$ cat config.mk
export PLATFORM = sky130hd
export DESIGN_NAME = spi_fifo_master
export DESIGN_NICKNAME = d
export VERILOG_FILES = /design/src/rtl/spi_fifo_pkg.sv /design/src/rtl/byte_fifo.sv /design/src/rtl/spi_byte_shift.sv /design/src/rtl/spi_fifo_master.sv
export SDC_FILE = /design/constraint.sdc
export NUM_CORES = 2
export LEC_CHECK = 0
export BUFFER_PORTS_ARGS = -buffer_cell sky130_fd_sc_hd__buf_2
export CORE_ASPECT_RATIO = 1.1
export CORE_MARGIN = 2
export CORE_UTILIZATION = 50
export CTS_BUF_LIST = sky130_fd_sc_hd__clkbuf_4 sky130_fd_sc_hd__clkbuf_8
export CTS_CLUSTER_DIAMETER = 150
export DETAILED_ROUTE_END_ITERATION = 10
export GPL_TIMING_DRIVEN = 0
export PLACE_DENSITY = 0.65
export SYNTH_ARGS = -nofsm -noshare
export SYNTH_HDL_FRONTEND = slang
export SYNTH_SLANG_ARGS = --single-unit
$ cat constraint.sdc
create_clock -name clk -period 5.6 [get_ports clk]
set_clock_uncertainty 0.2 [all_clocks]
set_input_delay 0.56 -clock clk [delete_from_list [all_inputs] [get_ports clk]]
set_output_delay 0.56 -clock clk [all_outputs]
set_load 0.005 [all_outputs]
$ cat src/rtl/spi_fifo_pkg.sv
package spi_fifo_pkg;
    localparam logic [7:0] OFF_SOFTRST = 8'h40;
    localparam logic [7:0] OFF_CTRL    = 8'h60;
    localparam logic [7:0] OFF_STATUS  = 8'h64;
    localparam logic [7:0] OFF_TXDATA  = 8'h68;
    localparam logic [7:0] OFF_RXDATA  = 8'h6C;
    localparam logic [7:0] OFF_SELECT  = 8'h70;
    localparam logic [7:0] OFF_TXOCC   = 8'h74;
    localparam logic [7:0] OFF_RXOCC   = 8'h78;

    localparam int CTRL_TXCLR_BIT   = 5;
    localparam int CTRL_RXCLR_BIT   = 6;
    localparam int CTRL_INHIBIT_BIT = 8;

    localparam logic [31:0] SOFTRST_KEY  = 32'h0000_000A;
    localparam logic [31:0] EMPTY_MARKER = 32'hDEAD_BEEF;

    typedef struct packed {
        logic        inhibit;
        logic [31:0] sel;
        logic [31:0] rdata;
        logic        rvalid;
    } regs_t;
endpackage

$ cat src/rtl/byte_fifo.sv
module byte_fifo #(
    parameter int WIDTH = 8,
    parameter int DEPTH = 256,
    localparam int AW = $clog2(DEPTH),
    localparam int CW = $clog2(DEPTH + 1)
) (
    input  logic             clk,
    input  logic             rst_n,
    input  logic             clr,
    input  logic             push,
    input  logic [WIDTH-1:0] push_data,
    input  logic             pop,
    output logic [WIDTH-1:0] head,
    output logic [CW-1:0]    count,
    output logic             empty,
    output logic             full
);
    typedef struct packed {
        logic [AW-1:0] wp;
        logic [AW-1:0] rp;
        logic [CW-1:0] cnt;
    } ptr_t;

    logic [WIDTH-1:0] mem [DEPTH];
    ptr_t q, d;
    logic do_push, do_pop;

    assign empty   = (q.cnt == '0);
    assign full    = (q.cnt == CW'(DEPTH));
    assign do_push = push && !full && !clr;
    assign do_pop  = pop && !empty && !clr;

    always_comb begin
        d = q;
        if (clr) begin
            d = '0;
        end else begin
            if (do_push) d.wp = q.wp + 1'b1;
            if (do_pop)  d.rp = q.rp + 1'b1;
            if (do_push && !do_pop)      d.cnt = q.cnt + 1'b1;
            else if (do_pop && !do_push) d.cnt = q.cnt - 1'b1;
        end
    end

    always_ff @(posedge clk or negedge rst_n) begin
        if (!rst_n) q <= '0;
        else        q <= d;
    end

    always_ff @(posedge clk) begin
        if (do_push) mem[q.wp] <= push_data;
    end

    assign head  = mem[q.rp];
    assign count = q.cnt;
endmodule

$ cat src/rtl/spi_byte_shift.sv
module spi_byte_shift #(
    parameter int HALF_DIV = 2,
    localparam int DW = (HALF_DIV > 1) ? $clog2(HALF_DIV) : 1
) (
    input  logic       clk,
    input  logic       rst_n,
    input  logic       abort,
    input  logic       start,
    input  logic [7:0] tx_byte,
    input  logic       miso,
    output logic       busy,
    output logic       done,
    output logic [7:0] rx_byte,
    output logic       sclk,
    output logic       mosi
);
    typedef struct packed {
        logic          busy;
        logic          done;
        logic          sclk;
        logic [DW-1:0] div;
        logic [2:0]    bitn;
        logic [7:0]    sho;
        logic [7:0]    shi;
    } shift_t;

    shift_t q, d;

    always_comb begin
        d = q;
        d.done = 1'b0;
        if (abort) begin
            d.busy = 1'b0;
            d.sclk = 1'b0;
        end else if (!q.busy) begin
            if (start) begin
                d.busy = 1'b1;
                d.sho  = tx_byte;
                d.bitn = '0;
                d.div  = '0;
                d.sclk = 1'b0;
            end
        end else if (q.div == DW'(HALF_DIV - 1)) begin
            d.div  = '0;
            d.sclk = !q.sclk;
            if (!q.sclk) begin
                d.shi = {q.shi[6:0], miso};
            end else if (q.bitn == 3'd7) begin
                d.busy = 1'b0;
                d.done = 1'b1;
            end else begin
                d.sho  = {q.sho[6:0], 1'b0};
                d.bitn = q.bitn + 1'b1;
            end
        end else begin
            d.div = q.div + 1'b1;
        end
    end

    always_ff @(posedge clk or negedge rst_n) begin
        if (!rst_n) q <= '0;
        else        q <= d;
    end

    assign busy    = q.busy;
    assign done    = q.done;
    assign rx_byte = q.shi;
    assign sclk    = q.sclk;
    assign mosi    = q.sho[7];
endmodule

$ cat src/rtl/spi_fifo_master.sv
module spi_fifo_master
    import spi_fifo_pkg::*;
#(
    parameter int NUM_CS     = 1,
    parameter int FIFO_DEPTH = 256,
    parameter int HALF_DIV   = 2,
    parameter int ADDR_W     = 8,
    localparam int CW = $clog2(FIFO_DEPTH + 1)
) (
    input  logic              clk,
    input  logic              rst_n,
    input  logic              bus_valid,
    input  logic              bus_write,
    input  logic [ADDR_W-1:0] bus_addr,
    input  logic [31:0]       bus_wdata,
    output logic              rsp_valid,
    output logic [31:0]       rsp_data,
    output logic              sclk,
    output logic              mosi,
    input  logic              miso,
    output logic [NUM_CS-1:0] cs_n,
    output logic              ovr_evt
);
    regs_t q, d;

    logic wr, rd, soft_rst;
    logic tx_clr, rx_clr, tx_push, tx_pop, rx_push, rx_pop;
    logic tx_empty, tx_full, rx_empty, rx_full;
    logic [7:0] tx_head, rx_head, sh_rx;
    logic [CW-1:0] tx_count, rx_count;
    logic sh_busy, sh_done, sh_start;

    function automatic logic hit(input logic [ADDR_W-1:0] a, input logic [7:0] off);
        return a == ADDR_W'(off);
    endfunction

    function automatic logic [31:0] occ(input logic [CW-1:0] c);
        return (c == '0) ? 32'd0 : 32'(c - 1'b1);
    endfunction

    assign wr       = bus_valid && bus_write;
    assign rd       = bus_valid && !bus_write;
    assign soft_rst = wr && hit(bus_addr, OFF_SOFTRST) && (bus_wdata == SOFTRST_KEY);
    assign tx_clr   = soft_rst || (wr && hit(bus_addr, OFF_CTRL) && bus_wdata[CTRL_TXCLR_BIT]);
    assign rx_clr   = soft_rst || (wr && hit(bus_addr, OFF_CTRL) && bus_wdata[CTRL_RXCLR_BIT]);
    assign tx_push  = wr && hit(bus_addr, OFF_TXDATA);
    assign rx_pop   = rd && hit(bus_addr, OFF_RXDATA);
    assign sh_start = !q.inhibit && !tx_empty && !sh_busy && !tx_clr;
    assign tx_pop   = sh_start;
    assign rx_push  = sh_done;
    assign ovr_evt  = sh_done && rx_full && !rx_clr;

    byte_fifo #(.WIDTH(8), .DEPTH(FIFO_DEPTH)) u_txq (
        .clk(clk), .rst_n(rst_n), .clr(tx_clr),
        .push(tx_push), .push_data(bus_wdata[7:0]),
        .pop(tx_pop), .head(tx_head), .count(tx_count),
        .empty(tx_empty), .full(tx_full)
    );

    byte_fifo #(.WIDTH(8), .DEPTH(FIFO_DEPTH)) u_rxq (
        .clk(clk), .rst_n(rst_n), .clr(rx_clr),
        .push(rx_push), .push_data(sh_rx),
        .pop(rx_pop), .head(rx_head), .count(rx_count),
        .empty(rx_empty), .full(rx_full)
    );

    spi_byte_shift #(.HALF_DIV(HALF_DIV)) u_shift (
        .clk(clk), .rst_n(rst_n), .abort(soft_rst),
        .start(sh_start), .tx_byte(tx_head), .miso(miso),
        .busy(sh_busy), .done(sh_done), .rx_byte(sh_rx),
        .sclk(sclk), .mosi(mosi)
    );

    always_comb begin
        d = q;
        d.rvalid = rd;
        if (soft_rst) begin
            d.inhibit = 1'b0;
            d.sel     = '1;
        end else if (wr && hit(bus_addr, OFF_CTRL)) begin
            d.inhibit = bus_wdata[CTRL_INHIBIT_BIT];
        end else if (wr && hit(bus_addr, OFF_SELECT)) begin
            d.sel = bus_wdata;
        end
        if (rd) begin
            d.rdata = 32'd0;
            if (hit(bus_addr, OFF_CTRL))
                d.rdata[CTRL_INHIBIT_BIT] = q.inhibit;
            else if (hit(bus_addr, OFF_STATUS))
                d.rdata[3:0] = {tx_full, tx_empty, rx_full, rx_empty};
            else if (hit(bus_addr, OFF_RXDATA))
                d.rdata = rx_empty ? EMPTY_MARKER : {24'd0, rx_head};
            else if (hit(bus_addr, OFF_SELECT))
                d.rdata = q.sel;
            else if (hit(bus_addr, OFF_TXOCC))
                d.rdata = occ(tx_count);
            else if (hit(bus_addr, OFF_RXOCC))
                d.rdata = occ(rx_count);
        end
    end

    always_ff @(posedge clk or negedge rst_n) begin
        if (!rst_n) begin
            q.inhibit <= 1'b0;
            q.sel     <= '1;
            q.rdata   <= '0;
            q.rvalid  <= 1'b0;
        end else begin
            q <= d;
        end
    end

    assign rsp_valid = q.rvalid;
    assign rsp_data  = q.rdata;
    assign cs_n      = q.sel[NUM_CS-1:0];
endmodule

Word level (Yosys, flattened, before mapping)
Memory sizes are Yosys's and may differ from the RTL's.
Cells that the tools add are included.
{"block": "word_totals", "regBits": 139, "ram_bits": 4096, "input_bits": 45, "out_inout_bits": 37, "wordCells": 156, "n_memories": 2}
{"name": "u_rxq.mem", "depth": 256, "word_bits": 8, "read_ports": 1, "rd_clocked_by_memory_dff": 0, "write_ports": 1, "line_no": "byte_fifo.sv:24", "source": "logic [WIDTH-1:0] mem [DEPTH];"}
{"name": "u_txq.mem", "depth": 256, "word_bits": 8, "read_ports": 1, "rd_clocked_by_memory_dff": 0, "write_ports": 1, "line_no": "byte_fifo.sv:24"}
{"block": "classes", "n_addsub": 12, "n_eq_ne": 17, "muxes": 46, "n_bitwise": 2, "reduce_logical": 60}
{"operator": "2-to-1 mux 32 bit", "count": 9}
{"operator": "equality test 8 x 7 -> 1 bit (second input constant)", "count": 8}
{"operator": "2-to-1 mux 25 bit", "count": 2}
{"operator": "2-to-1 mux 8 bit", "count": 6}
{"operator": "2-to-1 mux 9 bit", "count": 4}
{"operator": "2-to-1 mux 33 bit", "count": 1}
{"operator": "adder 8 x 1 -> 8 bit (second input constant)", "count": 4}
{"operator": "equality test 32 x 4 -> 1 bit (second input constant)", "count": 1}
{"operator": "2-to-1 mux 28 bit", "count": 1}
{"operator": "logical AND 1 bit", "count": 27}
{"operator": "2-to-1 mux 13 bit", "count": 2}
{"operator": "2-to-1 mux 23 bit", "count": 1}
{"operator": "2-to-1 mux 11 bit", "count": 2}
{"operator": "subtractor 9 x 1 -> 10 bit (second input constant)", "count": 2}
{"operator": "2-to-1 mux 19 bit", "count": 1}
{"operator": "adder 9 x 1 -> 9 bit (second input constant)", "count": 2}
{"operator": "equality test 9 bit (second input constant)", "count": 2}
{"operator": "logical NOT 9 bit", "count": 2}
{"operator": "subtractor 9 x 1 -> 9 bit (second input constant)", "count": 2}
{"operator": "logical NOT 1 bit", "count": 14}
{"operator": "nonzero test 2 bit", "count": 7}
{"operator": "2-to-1 mux 1 bit", "count": 13}
{"operator": "nonzero test 3 bit", "count": 3}
{"operator": "inequality test 2 bit (second input constant)", "count": 4}
{"operator": "12 further kinds", "count": 17}

Logic depth before layout (Yosys ltp)
{"block": "depth", "depth_word": 12, "depth_mapped": 16, "depth_no_buf": 15}

Cells and area by module
Synthesis repeated with hierarchy kept, for this count alone.
{"block": "hier_totals", "hier_cells": 8161, "area_unflattened_um2": 166340.8}
{"module": "byte_fifo (u_txq)", "instances": 1, "cells_each": 3810, "area_each_um2": 80663.6, "seq_area_each_um2": 62124.6}
{"module": "byte_fifo (u_rxq)", "instances": 1, "cells_each": 3823, "area_each_um2": 80576.0, "seq_area_each_um2": 62124.6}
{"module": "spi_fifo_master", "instances": 1, "cells_each": 422, "area_each_um2": 3927.5, "seq_area_each_um2": 1691.6}
{"module": "spi_byte_shift", "instances": 1, "cells_each": 106, "area_each_um2": 1173.6, "seq_area_each_um2": 575.6}

Worst setup path before layout
OpenSTA, ideal clock, no wires.
{"block": "synth_timing", "kind": "register -> register", "start": "register u_shift.q (netlist bit u_shift.rx_byte[0])", "end": "memory u_rxq.mem[0][0], data pin", "setup_time_ns": 0.805, "t_arrival_ns": 3.191, "t_required_ns": 4.595, "slack_ns": 1.404, "path_stages_with_launch": 1, "n_path_buf": 0, "period_less_slack_ns": 4.196, "path_cell_list": "dfrtp_1"}
{"element": "from (decl)", "line_no": "spi_byte_shift.sv:27", "source": "shift_t q, d;"}
{"element": "from (signal assigned)", "line_no": "spi_byte_shift.sv:61", "source": "if (!rst_n) q <= '0;"}
{"element": "from (signal assigned)", "line_no": "spi_byte_shift.sv:62", "source": "else q <= d;"}
{"element": "to (decl)", "line_no": "byte_fifo.sv:24"}
Straight into the memory's write port.

Final worst setup path
{"block": "layout_timing", "start": "register u_rxq.q[10] (netlist bit)", "end": "register q (netlist bit rsp_data[1])"}
{"block": "layout_via", "elab_chain_cells": 5}
{"element": "from (decl)", "line_no": "byte_fifo.sv:25", "source": "ptr_t q, d;"}
{"element": "from (signal assigned)", "line_no": "byte_fifo.sv:46", "source": "if (!rst_n) q <= '0;"}
{"element": "from (signal assigned)", "line_no": "byte_fifo.sv:47", "source": "else q <= d;"}
{"element": "memory (256 x 8 bit)"}
{"element": "2-to-1 mux 32 bit", "line_no": "spi_fifo_master.sv:92", "source": "d.rdata = rx_empty ? EMPTY_MARKER : {24'd0, rx_head};"}
{"element": "2-to-1 mux 32 bit", "line_no": "spi_fifo_master.sv:91", "source": "else if (hit(bus_addr, OFF_RXDATA))"}
{"element": "2-to-1 mux 4 bit", "line_no": "spi_fifo_master.sv:89", "source": "else if (hit(bus_addr, OFF_STATUS))"}
{"element": "2-to-1 mux 8 bit", "line_no": "spi_fifo_master.sv:87", "source": "if (hit(bus_addr, OFF_CTRL))"}
{"element": "to (decl)", "line_no": "spi_fifo_master.sv:24", "source": "regs_t q, d;"}
No other way between the ends.
A chain may end at the register's enable or synchronous reset.

==> run summary <==
The floorplan step defined a die boundary enclosing 338000 um^2. From left edge to right edge, the die measures 554 um. The total overflow reported by the global router was 0; the final critical-path setup slack was -0.440 ns. The tools report the number of top-level design ports as 82. The family with the most delay on the worst path is buffers and inverters. For the pin with the worst max-slew slack, the measured transition is 1.72 ns. The number of flip-flops and latches in the synthesized netlist was 4235; the proportion of synthesized chip area in sequential cells was 0.760. The run gives 240 as the count of pins over their slew limit.

The tools report the initial antenna violation count as 56. The share of the synthesized area in the top cell type works out to 0.739. The wire-length estimate of the detail-placed layout is 416000 um. Number of synthesized flops with an enable pin: 4096.

In the routed design, unresolved DRC markers number 0. The count of clock tree sinks came out at 4235. The first detailed-routing pass took 8 iterations.

The count of fill cells added during filler insertion is 24800. TritonCTS created 672 clock buffers. The flow ran to the end, but the final reports show violations.

At the later pin of the worst-skew pair, clock insertion delay measures 1.29 ns. The worst relative slew slack came out at -0.150. STA classifies the critical path startpoint as a flop. The logs give 0.566 for the final standard cell utilization of the core and 8410 for the post-synthesis net count.

The buffer levels on the longest clock path is 4, and the post-CTS clock slew at the launch and capture registers of the worst setup and hold paths is 0.06 ns. The critical path goes through buf_4 > buf_2 > clkbuf_2 > buf_2 > mux4_2 > a221oi_1 > o22ai_1 > nor3_1 > a21oi_1 > nor2_4 > o21ai_0. The distinct cell type count after synthesis is 75, and the final instance area is 188000 um^2. Relative to the synthesized area, the layout overhead comes to 12.9%.

The die is 609 um tall. The largest vdd supply drop was 0.431 mV. Counting tap cells, the placed design contains a total of 12800 instances. Across the run, the number of max-cap violations was 28. Along the worst path, the maximum fanout reaches 10. For the effective utilization at floorplan, the log shows 0.502. The area of the core region was 332000 um^2; the H-tree depth reported by CTS was 6. The mapped netlist covers 167000 um^2.

Timing would allow up to 166 MHz. The floorplan has 222 rows. The startpoint identified for the worst hold timing path is bus_addr[6]. Maximum number of pins on one net before global-route repair: 165. In this design, the stage delay of the slowest critical-path cell is 0.83 ns. Each instance of the synthesized netlist takes up on average 20.0 um^2. The smallest clock period supported by the final layout is computed as 6.04 ns. The worst setup path is captured at a flop. In this run the static leakage power is 59.8 nW. The multi-input gate area in the final layout was 37300 um^2; the number of nets with antenna violations after routing was 0.

The run gives 0 as the post-CTS setup-driven buffer insertion count. The path class of the tightest hold or removal check is input pin to flop. The number of buffers inserted by port buffering is 80. The critical path class was flop to flop. In the routed layout, each cell is associated on average with a via count of 7.03. For the worst setup path, the data required time is 6.52 ns.

Wires add up to 641000 um. Synthesis produced 8332 cells. The share of the cycle needed by the critical path after routing is 1.08.

Number of failing setup endpoints in the final timing report: 20. The first routing iteration left 18600 violations. The launch point of the critical path was u_rxq.q[10]$_DFFE_PN0P_. Among all stages on the critical path, the largest delay is contributed by sky130_fd_sc_hd__buf_2. After the last flow step, the layout net total stands at 9294. Number of global-route vias before repair: 94000.

The checks that failed: capacitance limit, slew limit, setup timing. In this run the power density over the cells is 455 nW/um^2. The final instance count without filler cells was 14200; the count of yosys warnings during synthesis was 0. The logs give 0.376 for the global-route usage over all layers and -3.08 ns for the post-route setup TNS.

Overall power consumption after layout is estimated at 85.6 mW. TritonCTS built the clock tree. The number of failing hold endpoints at the final stage was 0; the ratio of cells with drive above 1 in the final layout was 0.265.

Endpoint arrival time on the critical path: 6.96 ns. Cell at the root of the clock tree: sky130_fd_sc_hd__clkbuf_8. The tools report the register cell area after layout as 127000 um^2. The library cell appearing most often on the critical path was sky130_fd_sc_hd__buf_2. The logs give 174000 um^2 for the standard cell area after detailed placement and 839000 um for the first-pass GRT wire length. The tools report the startpoint of the worst register-to-register path as u_rxq.q[10]$_DFFE_PN0P_. The routed wirelength normalized by instance count is 45.2 um, and the via count is 99800.

Sorting the synthesized cells by area gives the leading types as sky130_fd_sc_hd__edfxtp_1, sky130_fd_sc_hd__mux4_2, sky130_fd_sc_hd__mux2i_1, sky130_fd_sc_hd__dfrtp_1, sky130_fd_sc_hd__nor2_1. Share of async-settable or async-resettable flops after synthesis: 0.0328. Together, buffers and inverters on the worst path number 4. The cell type with the highest aggregate area in the netlist is sky130_fd_sc_hd__edfxtp_1.

For this run, the leading register cell type out of synthesis is sky130_fd_sc_hd__edfxtp_1. Routability-driven placement finished with a final weighted congestion of 1.10.
[sequential cells by signal (all words and copies together) (netlist names), 8 cells and up]
register	count
u_shift.rx_byte	8
u_txq.mem	2048
u_txq.count	9
u_txq.q	16
rsp_data	32
u_rxq.mem	2048
u_rxq.count	9
u_rxq.q	16
q	32
u_shift.q	11
[final timing paths]
path                                               to  slack [ns]  cells after the start
min                           u_txq.q[17]$_DFFE_PN0P_        0.09                      5
min reg2reg                   rsp_data[8]$_DFFE_PN0P_        0.28                      2
min in group asynchronous  u_rxq.count[7]$_DFFE_PN0P_        0.22                      4
max in group asynchronous   u_shift.q[13]$_DFFE_PN0P_        4.47                      4
max reg2reg                   rsp_data[1]$_DFFE_PN0P_       -0.44                     11
max                           rsp_data[1]$_DFFE_PN0P_       -0.44                     11
[power by group]
group	leakage (nW)	switching [mW]	internal [mW]
Clock	6.79	12.7	13.3
Sequential	38.6	0.544	37.2
Combinational	14.4	15.7	6.22
[cells in the mapped netlist (all sizes together), types with 67 or more instances]
master	instances
a21oi	176
a22oi	156
buf	288
clkbuf	230
dfrtp	107
edfxtp	4096
mux2i	282
mux4	949
nand2	305
nor2	660
nor2b	68
nor3	67
o21ai	130
o22ai	90
[what timing repair did]
item                                    CTS  global route
gates resized for setup                  48            16
endpoints found under the hold margin  1127             0
hold buffers                             77             0
setup endpoints to repair                15            10
gates cloned                              0             0
pin swaps                                 0             0
[cell usage in the layout, fill, tap and decap left out, drive strengths merged, types with 34 or more instances in the layout]
master and n:
dlygate4sd3 73, buf 420, edfxtp 4096, clkbuf 1125
a21oi 176, dfrtp 107, a22oi 156, mux2i 282
nor2b 68, nor4 40, o221ai 52, inv 49
nand3 63, a211oi 63, o21ai 130, nand2 305
nor3 67, and2 34, o22ai 90, mux4 949
nor2 660, diode 70, clkinv 252
[worst min-delay path, delay by kind of cell]
family | cells | cell delay, ns
AND/OR/NAND/NOR | 3 | 0.71
AO/OA/AOI/OAI | 1 | 0.10
buffers and inverters | 1 | 0.10
[final cells by class]
cell class                 count  area share
sequential                  4235       0.673
multi-input combinational   3560       0.198
clock buffer                 898      0.0586
tap                         4368      0.0291
buffer                       514      0.0161
timing repair buffer         214      0.0141
clock inverter               306     0.00964
antenna                       70    0.000932
inverter                      19    0.000379
[routing by layer]
| layer | part of all wire | vias up | global-route usage | wire length, um |
|---|---|---|---|---|
| li1 | - | 36300 | - | - |
| met1 | 0.31 | 51200 | 0.443 | 202000 |
| met2 | 0.44 | 9703 | 0.555 | 285000 |
| met3 | 0.14 | 2557 | 0.131 | 87600 |
| met4 | 0.10 | 38 | 0.324 | 66900 |
| met5 | 0.00044 | - | 0 | 285 |
[stage by stage]
stage          hold WS [ns]  worst slack, ns
6_report             0.0933           -0.440
5_1_grt               0.104         -0.00523
4_1_cts              0.0397          0.00530
3_5_place_dp          0.268           -0.825
3_3_place_gp          0.266            -4.12
2_1_floorplan        0.0644             1.40
[cells by family after synthesis]
family	share of synthesized area
mux	0.148
fa+ha+maj	0.00257
simple gates	0.0361
xor+xnor	0.00252
buf+inv	0.0172
compound gates	0.0345
flops	0.760
No activity file was read; power rests on OpenSTA's default activity.
